<file path="config.mk">
export PLATFORM = sky130hd
export DESIGN_NAME = key_prov_seq
export DESIGN_NICKNAME = d
export VERILOG_FILES = /design/src/rtl/key_prov_seq.sv
export SDC_FILE = /design/constraint.sdc
export NUM_CORES = 2
export LEC_CHECK = 0
export ABC_AREA = 1
export ABC_CLOCK_PERIOD_IN_PS = 3350
export BUFFER_PORTS_ARGS = -buffer_cell sky130_fd_sc_hd__clkbuf_2
export CAP_MARGIN = 20
export CORE_MARGIN = 2
export CORE_UTILIZATION = 39
export DETAILED_ROUTE_END_ITERATION = 8
export SLEW_MARGIN = 20
export SYNTH_ARGS = -nofsm -noshare
export SYNTH_HDL_FRONTEND = slang
export SYNTH_SLANG_ARGS = --single-unit
</file>
<file path="constraint.sdc">
create_clock -name clk -period 3.35 [get_ports clk]
set_input_delay 0.67 -clock clk [delete_from_list [all_inputs] [get_ports clk]]
set_output_delay 0.67 -clock clk [all_outputs]
set_load 0.02 [all_outputs]
</file>
<file path="src/rtl/key_prov_seq.sv">
module key_prov_seq #(
  parameter int NUM_SLOTS = 6,
  parameter int KEY_W     = 256,
  localparam int SLOT_W   = (NUM_SLOTS > 1) ? $clog2(NUM_SLOTS) : 1
) (
  input  logic                 clk,
  input  logic                 rst_n,
  input  logic                 cmd_valid_i,
  input  logic [2:0]           cmd_op_i,
  input  logic [SLOT_W-1:0]    cmd_slot_i,
  input  logic [3:0]           cmd_purpose_i,
  input  logic [KEY_W-1:0]     key_lo_i,
  input  logic [KEY_W-1:0]     key_hi_i,
  input  logic [SLOT_W-1:0]    rd_slot_i,
  output logic [KEY_W-1:0]     rd_key_o,
  output logic [3:0]           rd_purpose_o,
  output logic                 done_o,
  output logic [2:0]           status_o,
  output logic [NUM_SLOTS-1:0] used_o,
  output logic [NUM_SLOTS-1:0] rd_dis_o,
  output logic [NUM_SLOTS-1:0] wr_dis_o,
  output logic [2:0]           fe_cnt_o,
  output logic                 fe_on_o,
  output logic                 fe_lock_o,
  output logic                 sb_en_o,
  output logic                 secure_o
);

  localparam logic [2:0] OP_BURN = 3'd0, OP_WIDE = 3'd1, OP_STEP = 3'd2,
                         OP_FINAL = 3'd3, OP_SBOOT = 3'd4, OP_LOCK = 3'd5;
  localparam logic [2:0] ST_OK = 3'd0, ST_USED = 3'd1, ST_LOCKED = 3'd2,
                         ST_INVALID = 3'd3, ST_ORDER = 3'd4;
  localparam logic [3:0] P_USER = 4'd0, P_XTS128 = 4'd2, P_WIDE_A = 4'd3,
                         P_WIDE_B = 4'd4;

  function automatic logic needs_rd(input logic [3:0] p);
    return (p >= 4'd1) && (p <= 4'd4);
  endfunction
  function automatic logic is_xts(input logic [3:0] p);
    return (p >= 4'd2) && (p <= 4'd4);
  endfunction
  function automatic logic is_digest(input logic [3:0] p);
    return (p >= 4'd5) && (p <= 4'd7);
  endfunction

  logic [NUM_SLOTS-1:0][KEY_W-1:0] key_q;
  logic [NUM_SLOTS-1:0][3:0]       purp_q;
  logic [NUM_SLOTS-1:0]            used_q, rd_dis_q, wr_dis_q;
  logic [2:0]                      cnt_q;
  logic                            cnt_lock_q, sb_q, done_q;
  logic [2:0]                      status_q;

  logic [NUM_SLOTS-1:0] sel_a, sel_b, tgt, sens_m, xts_m, dig_m;
  logic                 wide, slot_ok, bad, have_xts, have_dig, prot_ok, need_prot;
  logic [2:0]           st;

  always_comb begin
    sel_a  = '0;
    sens_m = '0;
    xts_m  = '0;
    dig_m  = '0;
    for (int i = 0; i < NUM_SLOTS; i++) begin
      if (cmd_slot_i == SLOT_W'(i)) sel_a[i] = 1'b1;
      sens_m[i] = used_q[i] & needs_rd(purp_q[i]);
      xts_m[i]  = used_q[i] & is_xts(purp_q[i]);
      dig_m[i]  = used_q[i] & is_digest(purp_q[i]);
    end
  end

  assign sel_b     = sel_a << 1;
  assign wide      = (cmd_op_i == OP_WIDE);
  assign tgt       = wide ? (sel_a | sel_b) : sel_a;
  assign slot_ok   = |sel_a;
  assign have_xts  = |xts_m;
  assign have_dig  = |dig_m;
  assign prot_ok   = &(~sens_m | rd_dis_q);
  assign need_prot = wide | needs_rd(cmd_purpose_i);

  assign bad = !slot_ok
             || (!wide && (cmd_purpose_i > 4'd7 || cmd_purpose_i == P_WIDE_A ||
                           cmd_purpose_i == P_WIDE_B ||
                           (cmd_purpose_i == P_XTS128 && sel_a[NUM_SLOTS-1])))
             || (wide && (sel_b == '0 || sel_b[NUM_SLOTS-1]));

  always_comb begin
    case (cmd_op_i)
      OP_BURN, OP_WIDE: begin
        if (bad)                     st = ST_INVALID;
        else if (|(tgt & wr_dis_q))  st = ST_LOCKED;
        else if (|(tgt & used_q))    st = ST_USED;
        else if (need_prot && sb_q)  st = ST_ORDER;
        else                         st = ST_OK;
      end
      OP_STEP: begin
        if (cnt_lock_q || cnt_q == 3'b111) st = ST_LOCKED;
        else if (!have_xts)                st = ST_ORDER;
        else                               st = ST_OK;
      end
      OP_FINAL: begin
        if (cnt_lock_q)     st = ST_LOCKED;
        else if (!have_xts) st = ST_ORDER;
        else                st = ST_OK;
      end
      OP_SBOOT: st = (sb_q || have_dig) ? ST_OK : ST_ORDER;
      OP_LOCK:  st = slot_ok ? ST_OK : ST_INVALID;
      default:  st = ST_INVALID;
    endcase
  end

  wire apply = cmd_valid_i && (st == ST_OK);

  always_ff @(posedge clk or negedge rst_n) begin
    if (!rst_n) begin
      key_q      <= '0;
      purp_q     <= '0;
      used_q     <= '0;
      rd_dis_q   <= '0;
      wr_dis_q   <= '0;
      cnt_q      <= '0;
      cnt_lock_q <= 1'b0;
      sb_q       <= 1'b0;
      done_q     <= 1'b0;
      status_q   <= ST_OK;
    end else begin
      done_q <= cmd_valid_i;
      if (cmd_valid_i) status_q <= st;
      if (apply) begin
        case (cmd_op_i)
          OP_BURN: begin
            for (int i = 0; i < NUM_SLOTS; i++) begin
              if (sel_a[i]) begin
                key_q[i]    <= key_lo_i;
                purp_q[i]   <= cmd_purpose_i;
                used_q[i]   <= 1'b1;
                rd_dis_q[i] <= needs_rd(cmd_purpose_i);
                wr_dis_q[i] <= (cmd_purpose_i != P_USER);
              end
            end
          end
          OP_WIDE: begin
            for (int i = 0; i < NUM_SLOTS; i++) begin
              if (sel_a[i] || sel_b[i]) begin
                key_q[i]    <= sel_a[i] ? key_lo_i : key_hi_i;
                purp_q[i]   <= sel_a[i] ? P_WIDE_A : P_WIDE_B;
                used_q[i]   <= 1'b1;
                rd_dis_q[i] <= 1'b1;
                wr_dis_q[i] <= 1'b1;
              end
            end
          end
          OP_STEP:  cnt_q <= {cnt_q[1:0], 1'b1};
          OP_FINAL: begin
            cnt_q      <= 3'b111;
            cnt_lock_q <= 1'b1;
          end
          OP_SBOOT: sb_q <= 1'b1;
          OP_LOCK:  wr_dis_q <= wr_dis_q | sel_a;
          default: ;
        endcase
      end
    end
  end

  always_comb begin
    rd_key_o     = '0;
    rd_purpose_o = '0;
    for (int i = 0; i < NUM_SLOTS; i++) begin
      if (rd_slot_i == SLOT_W'(i)) begin
        rd_key_o     = rd_dis_q[i] ? '0 : key_q[i];
        rd_purpose_o = purp_q[i];
      end
    end
  end

  assign done_o    = done_q;
  assign status_o  = status_q;
  assign used_o    = used_q;
  assign rd_dis_o  = rd_dis_q;
  assign wr_dis_o  = wr_dis_q;
  assign fe_cnt_o  = cnt_q;
  assign fe_on_o   = ^cnt_q;
  assign fe_lock_o = cnt_lock_q;
  assign sb_en_o   = sb_q;
  assign secure_o  = (^cnt_q) & sb_q & prot_ok;

  a_r10_rd_dis_frozen: assert property (@(posedge clk) disable iff (!rst_n)
    sb_q |=> $stable(rd_dis_q));

  a_r10_order_refused: assert property (@(posedge clk) disable iff (!rst_n)
    (cmd_valid_i && sb_q && (cmd_op_i == OP_WIDE ||
     (cmd_op_i == OP_BURN && needs_rd(cmd_purpose_i)))) |=> (status_o != ST_OK));

  a_r8_cnt_legal: assert property (@(posedge clk) disable iff (!rst_n)
    cnt_q inside {3'b000, 3'b001, 3'b011, 3'b111});

  a_r9_cnt_frozen: assert property (@(posedge clk) disable iff (!rst_n)
    cnt_lock_q |=> (cnt_lock_q && $stable(cnt_q)));

  a_r7_wr_dis_sticky: assert property (@(posedge clk) disable iff (!rst_n)
    cmd_valid_i |=> ((wr_dis_q & $past(wr_dis_q)) == $past(wr_dis_q)));

  a_r5_invalid_no_change: assert property (@(posedge clk) disable iff (!rst_n)
    (cmd_valid_i && st == ST_INVALID) |=> ($stable(used_q) && $stable(wr_dis_q)));

  a_r12_done_pulse: assert property (@(posedge clk) disable iff (!rst_n)
    cmd_valid_i |=> done_o);

  a_r12_no_spurious_done: assert property (@(posedge clk) disable iff (!rst_n)
    !cmd_valid_i |=> !done_o);

endmodule

</file>
==> impl_results.md <==
- Status: finished with violations
- Violated checks: setup timing
- Chip Height: about 480 microns
- Post-synth net total: about 13k
- Tcrit/Tclk final: 105.5%
- P&R area growth vs syn: 24.70%
- Dpl cells: ~15k
- Min Tclk post-route: ~3.5 ns
- Cell Chain, Critical Path: or2_4 > buf_12 > bufbuf_16 > buf_4 > o22ai_1 > a221oi_1 > nand3_1 > buf_6
- # clock sinks: between 1.5k and 2k
- Initial Util: about two fifths
- Top delay family on crit path: buffers and inverters
- Final clock skew: around 0.055 ns
- Leakage power: 53.18 nW
- Async SR Flop Fraction: between 90% and 100%
- Yosys top cell by area: dfrtp_1
- Hold_ws: between 0.1 and 0.15 ns
- Rows: roughly 180
- Critical Path Source Type: flip-flop
- Endpoints failing setup: approximately 190
- Clk slew on worst S/H paths: roughly 0.06 ns
- Clk_lat worst skew: around 0.90 ns
- Synth area leaders: dfrtp_1 (45%), nand2_1 (18%), nand4_1 (11%)
- Netlist cell types: 38
- Max FO, Critical Path: 9
- Fin. max-slew vios: 0
- Critical Path RT: around 2.7 ns
- Synth warn: 0
- Power Density: approximately 600 nW/um^2
- Hold WC Path Type: in2reg
- Post-route DRC: 0
- Fill count: between 20k and 25k
- Layout Cells excl Fill: ~16k
- Top cells by count, synth: nand2_1 (4244), dfrtp_1 (1587), nand4_1 (1580)
- Ports: ~820
- Chip Width: a little under 500 microns
- Top-count cell post-synth: nand2_1
- WL/cell: about 25 microns
- Critical Path Max Stage Delay: about 0.39 ns
- Cells after Synth: approximately 12k
- EDFF count, synth: 0
- CP arrival: roughly 2.9 ns
- Adder-cell share of the synthesized area: less than 1%
- Largest net degree at the start of global routing: 225
- Post-route ant nets: 0
- Largest family of logic cells by synthesized area: simple AND/OR/NAND/NOR gates
- Most used flip-flop cell after synthesis: dfrtp_1
- Initial DRT Pass Iterations: 8
- First-pass GRT wire length: around 590000 microns
- Number of CTS-inserted buffers: 185
- Register area share after synthesis: between 40% and 50%
- CP max stage cell: dfrtp_2
- Synth Area in Compound Gates: between 10% and 20%
- # H-tree levels: 4
- Synth Area per Inst: between 7 and 8 sq um
- Global Route Usage Sum: between 30 and 40%
- Post-synthesis mux area share: 0%
- Measured slew at the worst slew-check pin: around 1.2 ns
- Vias per cell: ~6.0
- TritonCTS clock tree: done
- Synth Cell Area: ~89000 sq um
- CTS root buffer: clkbuf_16
- Vias in the first global route: approximately 91k
- DRT iter0 DRCs: about 11k
- Max-Cap Viols: 0
- Crit path capture type: primary output
- Hold Fails Final Rpt: 0
- Final wirelength: 393700 microns
- Post-Synth XOR/XNOR Area: less than 1%
- Share of post-route cells with drive strength above 1: 17.03%
- Post-synth top area share: roughly 45%
- Nets: about 13k
- RSZ-0062 raised after global routing: true
- Worst path bufs/invs: 4
- VDD IR max: 0.4120 mV
- DP HPWL: between 200000 and 250000 microns
- Fmax: approximately 0.28 GHz
- Input/output buffers: between 800 and 900
- Simple-gate area share of the yosys netlist: between 30% and 40%
- Worst Setup Path Type: reg2out
- Setup WS post-layout: -0.1848 ns
- Vias: roughly 96k
- Grt ovf: 0
- DIE AREA: around 230000 sq um
- #FFs+latches synth: between 1.5k and 2k
- Initial antenna violation count: 34
- CTS max path bufs: 3
- Core box area: approximately 230000 sq um
- Rel. slew slack: ~18%
- RePlAce Congestion: between 0.9 and 1
## through the flow
step	instance area (sq um)	power (W)	TNS [ns]	util, %	setup WS [ns]
6_report	110500	0.06597	-11.97	48.77	-0.1848
2_1_floorplan	88640	0.03548	0	-	0.2459
4_1_cts	108300	0.06520	-16.19	47.77	-0.2039
5_1_grt	110500	0.06910	-25.90	48.77	-0.2257
3_3_place_gp	99440	0.04196	-112.83	43.88	-0.2324
3_5_place_dp	99440	0.04250	-114.00	43.88	-0.2210
## cells in the final DEF (no fill, tap or decap), types with 5 or more instances in the layout
| cell | netlist | layout |
|---|---|---|
| nor2_1 | 60 | 52 |
| o22ai_1 | 259 | 172 |
| buf_12 | 0 | 255 |
| buf_16 | 0 | 29 |
| clkbuf_2 | 0 | 690 |
| nand3_2 | 1 | 73 |
| nand3_4 | 0 | 7 |
| diode_2 | 0 | 29 |
| nor3_1 | 9 | 9 |
| o21ai_0 | 1310 | 1310 |
| dfrtp_2 | 0 | 6 |
| a221oi_2 | 0 | 144 |
| inv_2 | 11 | 11 |
| clkinv_16 | 0 | 6 |
| nand2_1 | 4244 | 4243 |
| dfrtp_1 | 1587 | 1581 |
| inv_8 | 0 | 5 |
| o21ai_1 | 242 | 242 |
| inv_1 | 831 | 824 |
| clkinv_2 | 0 | 22 |
| bufbuf_16 | 0 | 5 |
| clkbuf_16 | 0 | 198 |
| o22ai_4 | 0 | 17 |
| nor2_4 | 2 | 11 |
| a221oi_1 | 258 | 110 |
| bufinv_16 | 0 | 20 |
| clkbuf_4 | 0 | 18 |
| a21oi_1 | 9 | 9 |
| buf_6 | 17 | 56 |
| buf_4 | 59 | 419 |
| buf_8 | 0 | 8 |
| buf_2 | 197 | 19 |
| nand4_1 | 1580 | 1580 |
| clkbuf_8 | 0 | 68 |
| nand3_1 | 540 | 461 |
| clkbuf_1 | 858 | 49 |
| o22ai_2 | 0 | 70 |
## per-layer routing
metal	global-route usage (%)	vias to the layer above	routed length, microns
met5	0	-	84
met4	17.76	14	21520
met3	7.221	1061	40990
met2	50.23	5919	176400
met1	43.10	46140	154600
li1	-	42670	-
## registers in the layout, summed over array words and instances, names as in the netlist
name / flops
done_o: 1
used_o: 6
wr_dis_o: 6
status_o: 3
key_q: 1536
fe_cnt_o: 3
rd_dis_o: 6
sb_en_o: 1
purp_q: 24
fe_lock_o: 1
## where the power goes
part | internal (W) | leakage (nW) | switching, W
logic | 0.00597 | 29.6 | 0.0109
registers | 0.0242 | 20.4 | 0.00308
clock network | 0.0128 | 3.18 | 0.00901
## logic make-up (layout without fill, tap and decap cells)
| group | count (synthesis) | in the layout |
|---|---|---|
| and+or+nand+nor | 6445 | 6446 |
| other | 0 | 29 |
| xor gates and xnor gates | 1 | 1 |
| DFF | 1587 | 1587 |
| buffers and inverters | 2019 | 2721 |
| AOI/OAI and AO/OA | 2098 | 2098 |
| adders and majority gates | 1 | 1 |
## final timing paths
kind / slack, ns / to / from / cells after the start
worst min-delay path: 0.11 / key_q[112]$_DFFE_PN0P_ / key_lo_i[112] / 3
max in group asynchronous: 1.85 / key_q[569]$_DFFE_PN0P_ / rst_n / 4
min in group asynchronous: 0.43 / key_q[238]$_DFFE_PN0P_ / rst_n / 2
worst min register to register: 0.47 / key_q[316]$_DFFE_PN0P_ / key_q[316]$_DFFE_PN0P_ / 2
worst max-delay path: -0.18 / rd_key_o[159] / rd_dis_o[0]$_DFFE_PN0P_ / 8
worst max register to register: 0.24 / key_q[715]$_DFFE_PN0P_ / fe_cnt_o[0]$_DFFE_PN0P_ / 12
## area by class of cell
class / instances / area (sq um) / share of cell area, %
Inverter: 843 / 3244 / 2.935
Clock inverter: 60 / 1020 / 0.9226
Sequential cell: 1587 / 39720 / 35.94
Timing Repair Buffer: 1534 / 14240 / 12.89
Multi-Input combinational cell: 8546 / 42950 / 38.86
Timing Repair inverter: 2 / 17.52 / 0.01585
Tap cell: 3009 / 3765 / 3.406
Antenna cell: 29 / 72.57 / 0.06566
Clock buffer: 282 / 5497 / 4.973
## worst reg2reg max path: stages (launching register included)
cell and delay (ns):
dfrtp_1 0.41, ha_1 0.20, nand2_1 0.09, o22ai_1 0.09
nor3_1 0.19, buf_4 0.15, a21boi_1 0.20, nand2_1 0.19
nor2_4 0.44, buf_4 0.45, buf_12 0.31, nand4_1 0.17
nand2_1 0.13
## timing repair
item / CTS / global route
pin swaps: 38 / 42
setup buffers: 29 / 49
gates cloned: 18 / 11
endpoints found under the hold margin: 34 / 0
endpoints found under the setup margin: 257 / 253
hold buffers: 2 / 0
resized for setup: 296 / 394
Note: power is estimated with default switching activity, not from simulation.
